--- src/rtl/vcmd_pkg.sv ---
package vcmd_pkg;
  localparam int NBANDS    = 4;
  localparam int CODE_W    = 5;
  localparam int CODE_MAX  = 24;
  localparam int CODE_ZERO = 12;

  typedef enum logic [2:0] {
    ST_IDLE, ST_RX, ST_ACK, ST_TX, ST_TXACK
  } linkState_t;

  typedef struct packed {
    logic       cmdValid;
    logic       dataValid;
    logic [7:0] cmd;
    logic [7:0] data;
  } cmdStrobe_t;

  // Band codes packed {band3, band2, band1, band0}; code = 12 - dB.
  function automatic logic [NBANDS*CODE_W-1:0] presetWord(input logic [7:0] cmd);
    case (cmd)
      8'h06:   presetWord = {5'd11, 5'd13, 5'd13, 5'd9};
      8'h07:   presetWord = {5'd9,  5'd12, 5'd12, 5'd9};
      8'h08:   presetWord = {5'd12, 5'd12, 5'd12, 5'd7};
      8'h09:   presetWord = {5'd11, 5'd12, 5'd12, 5'd7};
      default: presetWord = {5'd12, 5'd12, 5'd12, 5'd12};
    endcase
  endfunction

  localparam logic [NBANDS*CODE_W-1:0] BAND_RST = {5'd11, 5'd12, 5'd12, 5'd8};
endpackage

--- src/rtl/vcmd_link_ctrl.sv ---
module vcmd_link_ctrl
  import vcmd_pkg::*;
#(
  parameter logic [5:0] ADDR_HI = 6'b100000
) (
  input  logic       clk,
  input  logic       rstN,
  input  logic       sclIn,
  input  logic       sdaIn,
  input  logic       addrSel,
  input  logic [7:0] txByte,
  output logic       sdaOe,
  output cmdStrobe_t strobe
);
  logic [2:0] sclSh, sdaSh;
  logic       sclF, sdaF, sclPrev, sdaPrev;
  linkState_t state;
  logic [3:0] bitCnt;
  logic [1:0] byteIdx;
  logic [7:0] shReg, cmdReg, txSh;
  logic       rwBit, ackd;

  always_ff @(posedge clk or negedge rstN) begin
    if (!rstN) begin
      sclSh <= '1; sdaSh <= '1;
      sclF <= 1'b1; sdaF <= 1'b1; sclPrev <= 1'b1; sdaPrev <= 1'b1;
    end else begin
      sclSh <= {sclSh[1:0], sclIn};
      sdaSh <= {sdaSh[1:0], sdaIn};
      if (sclSh[2] == sclSh[1]) sclF <= sclSh[2];
      if (sdaSh[2] == sdaSh[1]) sdaF <= sdaSh[2];
      sclPrev <= sclF;
      sdaPrev <= sdaF;
    end
  end

  logic sclRise, sclFall, startC, stopC;
  assign sclRise = sclF & ~sclPrev;
  assign sclFall = ~sclF & sclPrev;
  assign startC  = sclF & sclPrev & sdaPrev & ~sdaF;
  assign stopC   = sclF & sclPrev & ~sdaPrev & sdaF;

  always_ff @(posedge clk or negedge rstN) begin
    if (!rstN) begin
      state <= ST_IDLE; bitCnt <= '0; byteIdx <= '0;
      shReg <= '0; cmdReg <= '0; txSh <= '0;
      rwBit <= 1'b0; ackd <= 1'b0; sdaOe <= 1'b0; strobe <= '0;
    end else begin
      strobe <= '0;
      if (startC) begin
        state <= ST_RX; bitCnt <= '0; byteIdx <= '0; sdaOe <= 1'b0;
      end else if (stopC) begin
        state <= ST_IDLE; sdaOe <= 1'b0;
      end else begin
        case (state)
          ST_RX: begin
            if (sclRise) begin
              shReg  <= {shReg[6:0], sdaF};
              bitCnt <= bitCnt + 4'd1;
            end else if (sclFall && bitCnt == 4'd8) begin
              bitCnt <= '0;
              if (byteIdx == 2'd0) begin
                if (shReg[7:1] == {ADDR_HI, addrSel}) begin
                  rwBit <= shReg[0]; sdaOe <= 1'b1; state <= ST_ACK;
                end else begin
                  state <= ST_IDLE;
                end
              end else begin
                sdaOe <= 1'b1; state <= ST_ACK;
                if (byteIdx == 2'd1) begin
                  cmdReg <= shReg;
                  strobe.cmdValid <= 1'b1;
                  strobe.cmd      <= shReg;
                end else if (byteIdx == 2'd2) begin
                  strobe.dataValid <= 1'b1;
                  strobe.cmd       <= cmdReg;
                  strobe.data      <= shReg;
                end
              end
            end
          end
          ST_ACK: if (sclFall) begin
            if (rwBit && byteIdx == 2'd0) begin
              state <= ST_TX; txSh <= txByte; sdaOe <= ~txByte[7]; bitCnt <= 4'd1;
            end else begin
              state <= ST_RX; sdaOe <= 1'b0;
              if (byteIdx != 2'd3) byteIdx <= byteIdx + 2'd1;
            end
          end
          ST_TX: if (sclFall) begin
            if (bitCnt == 4'd8) begin
              sdaOe <= 1'b0; state <= ST_TXACK;
            end else begin
              sdaOe  <= ~txSh[6];
              txSh   <= {txSh[6:0], 1'b0};
              bitCnt <= bitCnt + 4'd1;
            end
          end
          ST_TXACK: begin
            if (sclRise) ackd <= ~sdaF;
            else if (sclFall) begin
              if (ackd) begin
                state <= ST_TX; txSh <= txByte; sdaOe <= ~txByte[7]; bitCnt <= 4'd1;
              end else begin
                state <= ST_IDLE;
              end
            end
          end
          default: ;
        endcase
      end
    end
  end

  // drive on SDA is held while SCL stays high
  p_sda_hold_scl_high_r3: assert property (@(posedge clk) disable iff (!rstN)
    (sclF && sclPrev) |-> $stable(sdaOe));
  // the ninth clock's high phase sees SDA pulled low
  p_ack_low_ninth_r2: assert property (@(posedge clk) disable iff (!rstN)
    (state == ST_ACK && sclF) |-> sdaOe);
  // command and data strobes never coincide
  p_strobe_excl_r13: assert property (@(posedge clk) disable iff (!rstN)
    $onehot0({strobe.cmdValid, strobe.dataValid}));
endmodule

--- src/rtl/vcmd_reg_bank.sv ---
module vcmd_reg_bank
  import vcmd_pkg::*;
#(
  parameter int         NFILT     = 10,
  parameter int         NOISE_W   = 8,
  parameter logic [7:0] NOISE_RST = 8'h1F
) (
  input  logic                     clk,
  input  logic                     rstN,
  input  cmdStrobe_t               strobe,
  output logic [7:0]               txByte,
  output logic                     bypass,
  output logic                     eqMode,
  output logic [1:0]               fxLevel,
  output logic [NBANDS*CODE_W-1:0] bandGain,
  output logic [NFILT*4-1:0]       filterGain,
  output logic [NOISE_W-1:0]       noiseLevel
);
  localparam logic [3:0] FILT_MAX = 4'd12;

  logic [CODE_W-1:0] band [NBANDS];
  logic [3:0]        filt [NFILT];
  logic [7:0]        query;
  logic [NBANDS*CODE_W-1:0] preset;
  assign preset = presetWord(strobe.cmd);

  always_ff @(posedge clk or negedge rstN) begin
    if (!rstN) begin
      bypass <= 1'b1; eqMode <= 1'b0; fxLevel <= 2'b01;
      noiseLevel <= NOISE_W'(NOISE_RST); query <= 8'h01;
      for (int b = 0; b < NBANDS; b++) band[b] <= BAND_RST[b*CODE_W +: CODE_W];
      for (int f = 0; f < NFILT; f++) filt[f] <= FILT_MAX;
    end else if (strobe.cmdValid) begin
      case (strobe.cmd)
        8'h01: bypass <= 1'b1;
        8'h02: begin bypass <= 1'b0; eqMode <= 1'b0; end
        8'h03: begin bypass <= 1'b0; eqMode <= 1'b1; end
        8'h05, 8'h06, 8'h07, 8'h08, 8'h09:
          for (int b = 0; b < NBANDS; b++) band[b] <= preset[b*CODE_W +: CODE_W];
        default: ;
      endcase
    end else if (strobe.dataValid) begin
      case (strobe.cmd)
        8'h04: if (strobe.data <= 8'd2) fxLevel <= strobe.data[1:0];
        8'h0A: if (strobe.data[4:0] <= 5'(CODE_MAX))
          for (int b = 0; b < NBANDS; b++)
            if (strobe.data[7:5] == 3'(b)) band[b] <= strobe.data[4:0];
        8'h0B: if (strobe.data[3:0] <= FILT_MAX)
          for (int f = 0; f < NFILT; f++)
            if (strobe.data[7:4] == 4'(f)) filt[f] <= strobe.data[3:0];
        8'h0D: noiseLevel <= strobe.data[NOISE_W-1:0];
        8'h0E: query <= strobe.data;
        default: ;
      endcase
    end
  end

  always_comb begin
    txByte = 8'h00;
    if (query == 8'h01) txByte = {4'b0, fxLevel, eqMode, bypass};
    for (int b = 0; b < NBANDS; b++)
      if (query == 8'(b + 2)) txByte = 8'(CODE_MAX) - 8'(band[b]);
  end

  genvar g;
  generate
    for (g = 0; g < NBANDS; g++) begin : gBand
      assign bandGain[g*CODE_W +: CODE_W] = band[g];
      // a stored band code never exceeds the -12 dB code
      p_band_range_r7: assert property (@(posedge clk) disable iff (!rstN)
        bandGain[g*CODE_W +: CODE_W] <= CODE_W'(CODE_MAX));
    end
    for (g = 0; g < NFILT; g++) begin : gFilt
      assign filterGain[g*4 +: 4] = filt[g];
      // filter gains stay within 0..12
      p_filt_range_r9: assert property (@(posedge clk) disable iff (!rstN)
        filterGain[g*4 +: 4] <= FILT_MAX);
    end
  endgenerate

  // the unused level code never appears
  p_level_legal_r8: assert property (@(posedge clk) disable iff (!rstN)
    fxLevel != 2'b11);
  // threshold moves only after a 0x0D data strobe
  p_noise_on_cmd_r10: assert property (@(posedge clk) disable iff (!rstN)
    !(strobe.dataValid && strobe.cmd == 8'h0D) |=> $stable(noiseLevel));
  // mode bits move only after a command strobe
  p_mode_on_cmd_r5: assert property (@(posedge clk) disable iff (!rstN)
    !strobe.cmdValid |=> ($stable(bypass) && $stable(eqMode)));
endmodule

--- src/rtl/vcmd_i2c_slave.sv ---
module vcmd_i2c_slave
  import vcmd_pkg::*;
#(
  parameter int         NFILT     = 10,
  parameter int         NOISE_W   = 8,
  parameter logic [7:0] NOISE_RST = 8'h1F,
  parameter logic [5:0] ADDR_HI   = 6'b100000
) (
  input  logic                     clk,
  input  logic                     rstN,
  input  logic                     sclIn,
  input  logic                     sdaIn,
  input  logic                     addrSel,
  output logic                     sdaOe,
  output logic                     bypass,
  output logic                     eqMode,
  output logic [1:0]               fxLevel,
  output logic [NBANDS*CODE_W-1:0] bandGain,
  output logic [NFILT*4-1:0]       filterGain,
  output logic [NOISE_W-1:0]       noiseLevel
);
  cmdStrobe_t strobe;
  logic [7:0] txByte;

  vcmd_link_ctrl #(.ADDR_HI(ADDR_HI)) i_link (
    .clk(clk), .rstN(rstN), .sclIn(sclIn), .sdaIn(sdaIn), .addrSel(addrSel),
    .txByte(txByte), .sdaOe(sdaOe), .strobe(strobe)
  );

  vcmd_reg_bank #(.NFILT(NFILT), .NOISE_W(NOISE_W), .NOISE_RST(NOISE_RST)) i_regs (
    .clk(clk), .rstN(rstN), .strobe(strobe), .txByte(txByte),
    .bypass(bypass), .eqMode(eqMode), .fxLevel(fxLevel), .bandGain(bandGain),
    .filterGain(filterGain), .noiseLevel(noiseLevel)
  );
endmodule

--- config.mk ---
export PLATFORM = sky130hd
export DESIGN_NAME = vcmd_i2c_slave
export DESIGN_NICKNAME = d
export VERILOG_FILES = /design/src/rtl/vcmd_pkg.sv /design/src/rtl/vcmd_link_ctrl.sv /design/src/rtl/vcmd_reg_bank.sv /design/src/rtl/vcmd_i2c_slave.sv
export SDC_FILE = /design/constraint.sdc
export NUM_CORES = 1
export LEC_CHECK = 0
export ABC_AREA = 1
export CAP_MARGIN = 20
export CORE_ASPECT_RATIO = 0.5
export CORE_UTILIZATION = 40
export CTS_BUF_LIST = sky130_fd_sc_hd__clkbuf_8
export DETAILED_ROUTE_END_ITERATION = 7
export DONT_BUFFER_PORTS = 1
export HOLD_SLACK_MARGIN = 0.05
export PLACE_DENSITY = 0.56
export SLEW_MARGIN = 15
export SYNTH_ARGS = -nofsm -noshare
export SYNTH_HDL_FRONTEND = slang
export SYNTH_SLANG_ARGS = --single-unit
--- constraint.sdc ---
create_clock -name clk -period 4.2 [get_ports clk]
set_clock_uncertainty 0.05 [all_clocks]
set_input_delay 0.42 -clock clk [delete_from_list [all_inputs] [get_ports clk]]
set_output_delay 0.42 -clock clk [all_outputs]
set_load 0.02 [all_outputs]
==> results.ini <==
[cts]
root_driver=clkbuf_8
post_cts_resized=0
clk_latency_ns=0.45
hold_buffers_post_cts=4
cts_inserted_buffers=17
cts_tree=built
worst_setup_hold_path_clk_slew_ns=0.09
cts_setup_buffers=0
maximum_level_of_the_cts_h_tree=4
clock-sinks=143
cts_max_path_buffers=2

[floorplanning]
die_w_um=186
die_height_um=94.1
die_area_um2=17500
core_um2=16500
start_util_pct=41.2
io-pin-count=78
std_cell_rows=33

[place]
preCtsSetupSlack_ns=1.99
place.detailed.hpwl_mm=11.2
place_congestion=0.861
port_buffers=0
cell_area_after_placement_um2=7000

[global_routing]
grt_pass1_wl_mm=26.0
antenna_found_initial=0
vias_in_the_first_global_route=5003
grt_start_max_net_pins=144
grt_usage_pct=19.4
grt-ovfl-total=0

[layout]
highest_count_cells_in_the_layout_ignoring_fill_and_taps=nand2_1 (215), o21ai_0 (114), dfrtp_1 (97)
area.growth.synth_to_final_pct=10.0
inserted_diodes=0
post_route_cells_drive_above_1_share_pct=13.7
post-route-cell-area_um2=7470
mostFrequentLayoutCell=nand2_1
final_net_count=828
final.fill_count=1577

[setup_path]
critical_path_peak_fanout=13
critPathKind=reg -> reg
kind_of_start_point_of_the_critical_path=flip-flop
critical_path.endpoint_type=flip-flop
worst_r2r_startpoint=i_link.strobe[17]$_DFF_PN0_
ff2ff_path_depth=7
cp_data_arrival_time_ns=2.48
worst-r2r-setup-slack_ns=1.98
critical_path_required_ns=4.46
regToRegEndpoint=i_regs.filterGain[24]$_DFFE_PN0P_

[yosys]
yosys_register_bits=143
synth_seq_area_share_pct=53.6
syn_area_um2=6790
synth-edff-count=0
synth_simple_gate_area_share_pct=23.1
synth.mux.area_fraction_pct=0
ys_async_sr_fraction_pct=100
synthCells=802
synthXorXnorAreaFrac_pct=1.42
synth_compound_gate_area_share_pct=13.5
post_synth_fa_ha_maj_area_fraction_pct=2.51
yosys.cell_types.count=42
yosysWarnings=0
synth_top_family_by_area=simple AND/OR/NAND/NOR gates
synth-main-ff-cell=dfrtp_1
syn_nets=819
syn_avg_cell_area_um2=8.46

[sta]
rsz0062_at_grt=false
worstMarginPinSlew_ns=0.794
slew_viol_final=0
timing.setup.tns_ns=0
worst_slew_margin_rel_pct=47.1
final.setup.worst_slack_ns=1.98
period_minus_slack_ns=2.22
max_clock_freq_ghz=0.451
timing.final.hold_violations=0
report.final.setup_viol=0
layout_worst_path_cycle_share_pct=52.8

[power]
peak_supply_drop_mv=0.231
leakage_nw=3.25
design_power_total_mw=3.41
powerDensity_nw_per_um2=457

[drt]
drt_pass1_iterations=4
wl_per_cell_um=15.3
wl_met2_mm=6.82
drt.antenna.violating_nets=0
dr_wl_met3_mm=1.07
totalWireLength_mm=16.0
viasPerCell=4.99
drt_first_iter_violations=321
remaining_drc_errors=0
drt-met1-wl_mm=7.99
num_vias=5249
highest_layer=met4

[hold_path]
min_delay_worst_endpoint=i_link.sclSh[1]$_DFF_PN1_
min_delay_src=i_link.sclSh[0]$_DFF_PN1_
worst_hold_path.num_cells=0
hold_path.class=reg -> reg

[run_status]
result_of_the_run=finished, final reports clean

[flow_run]
maxCapViolations=0

[logic make-up (layout without fill, tap and decap cells)]
group                    Yosys count  after routing
adder cells (fa/ha/maj)           14             14
buffers and inverters            102            124
AO/OA/AOI/OAI                    166            166
AND/OR/NAND/NOR                  366            366
flip-flops                       143            143
XOR/XNOR                          11             11
[synthesized netlist by cell type, types with 2 or more instances]
cell | n | area [um^2]
a21boi_0 | 2 | 15.0
a21oi_1 | 22 | 110
a22oi_1 | 4 | 30.0
a31oi_1 | 3 | 18.8
buf_6 | 3 | 33.8
clkbuf_1 | 10 | 37.5
dfrtp_1 | 97 | 2430
dfstp_2 | 46 | 1210
ha_1 | 12 | 150
inv_1 | 84 | 315
inv_2 | 4 | 15.0
maj3_1 | 2 | 20.0
nand2_1 | 215 | 807
nand2_2 | 4 | 25.0
nand3_1 | 30 | 150
nand3_2 | 6 | 60.1
nand3b_1 | 2 | 15.0
nand4_1 | 11 | 68.8
nand4_2 | 2 | 25.0
nor2_1 | 85 | 319
nor2_2 | 2 | 12.5
nor2_4 | 2 | 22.5
nor3_1 | 2 | 10.0
o21ai_0 | 114 | 571
o21ai_1 | 2 | 10.0
o21ai_2 | 10 | 87.6
o22ai_1 | 2 | 12.5
xnor2_1 | 4 | 35.0
xor2_1 | 7 | 61.3
[cell type report]
class                           count  area [um^2]  share of cell area, %
Clock buffer                       17          234                   3.13
Timing Repair Buffer                4         57.6                  0.771
Inverter                           88          330                   4.42
Multi-Input combinational cell    557         2750                   36.8
Sequential cell                   143         3640                   48.7
Clock inverter                     15          180                   2.41
Tap cell                          227          284                   3.80
[how the worst max path moves through the flow]
stage / endpoint / from / depth (start not counted) / slack [ns]
after floorplan: i_link.txSh[5]$_DFFE_PN0P_ / i_link.byteIdx[0]$_DFFE_PN0P_ / 10 / 2.53
after global placement: i_regs.filterGain[36]$_DFFE_PN0P_ / i_link.strobe[17]$_DFF_PN0_ / 7 / 2.03
after detailed placement: i_regs.filterGain[29]$_DFFE_PN0P_ / i_link.strobe[17]$_DFF_PN0_ / 7 / 1.99
after CTS: i_regs.filterGain[29]$_DFFE_PN0P_ / i_link.strobe[17]$_DFF_PN0_ / 7 / 1.97
after global routing: i_regs.filterGain[25]$_DFFE_PN0P_ / i_link.strobe[17]$_DFF_PN0_ / 7 / 1.70
final: i_regs.filterGain[24]$_DFFE_PN0P_ / i_link.strobe[17]$_DFF_PN0_ / 7 / 1.98
[worst max-delay path, cell delays in order (launching register included)]
cell     delay, ns
dfrtp_1       0.49
inv_1         0.29
nand2_1       0.11
nor2_1        0.21
o311a_1       0.46
nand2_1       0.27
nand2_1       0.12
o21ai_0       0.08
[per-layer routing]
layer | vias up | track usage (%)
li1 | 2605 | -
met1 | 2506 | 27.2
met2 | 122 | 29.2
met3 | 16 | 5.47
met4 | 0 | 5.40
met5 | - | 0
[stage by stage]
step	hold WS, ns	utilization, %	instances
floorplan	0.0744	-	802
global placement	0.0771	42.5	1015
detailed placement	0.0770	42.5	1015
CTS	0.310	45.3	1051
global route	0.310	45.3	1051
finish	0.309	45.3	1051
[sequential cells by signal, indices dropped and copies added, names as in the netlist, 2 cells and up]
| signal | count |
|---|---|
| i_regs.filterGain | 40 |
| i_regs.bandGain | 20 |
| i_link.cmdReg | 8 |
| i_regs.noiseLevel | 8 |
| i_regs.fxLevel | 2 |
| i_link.strobe | 18 |
| i_link.sclSh | 3 |
| i_link.txSh | 7 |
| i_link.state | 3 |
| i_regs.query | 8 |
| i_link.shReg | 8 |
| i_link.sdaSh | 3 |
| i_link.byteIdx | 2 |
| i_link.bitCnt | 4 |
[report_power, final]
part / switching (mW) / internal (mW) / total, mW
sequential: 0.0837 / 1.47 / 1.56
combinational: 0.459 / 0.222 / 0.680
clock: 0.575 / 0.597 / 1.17
total: 1.12 / 2.29 / 3.41
Power figures use the tool's default switching activity.
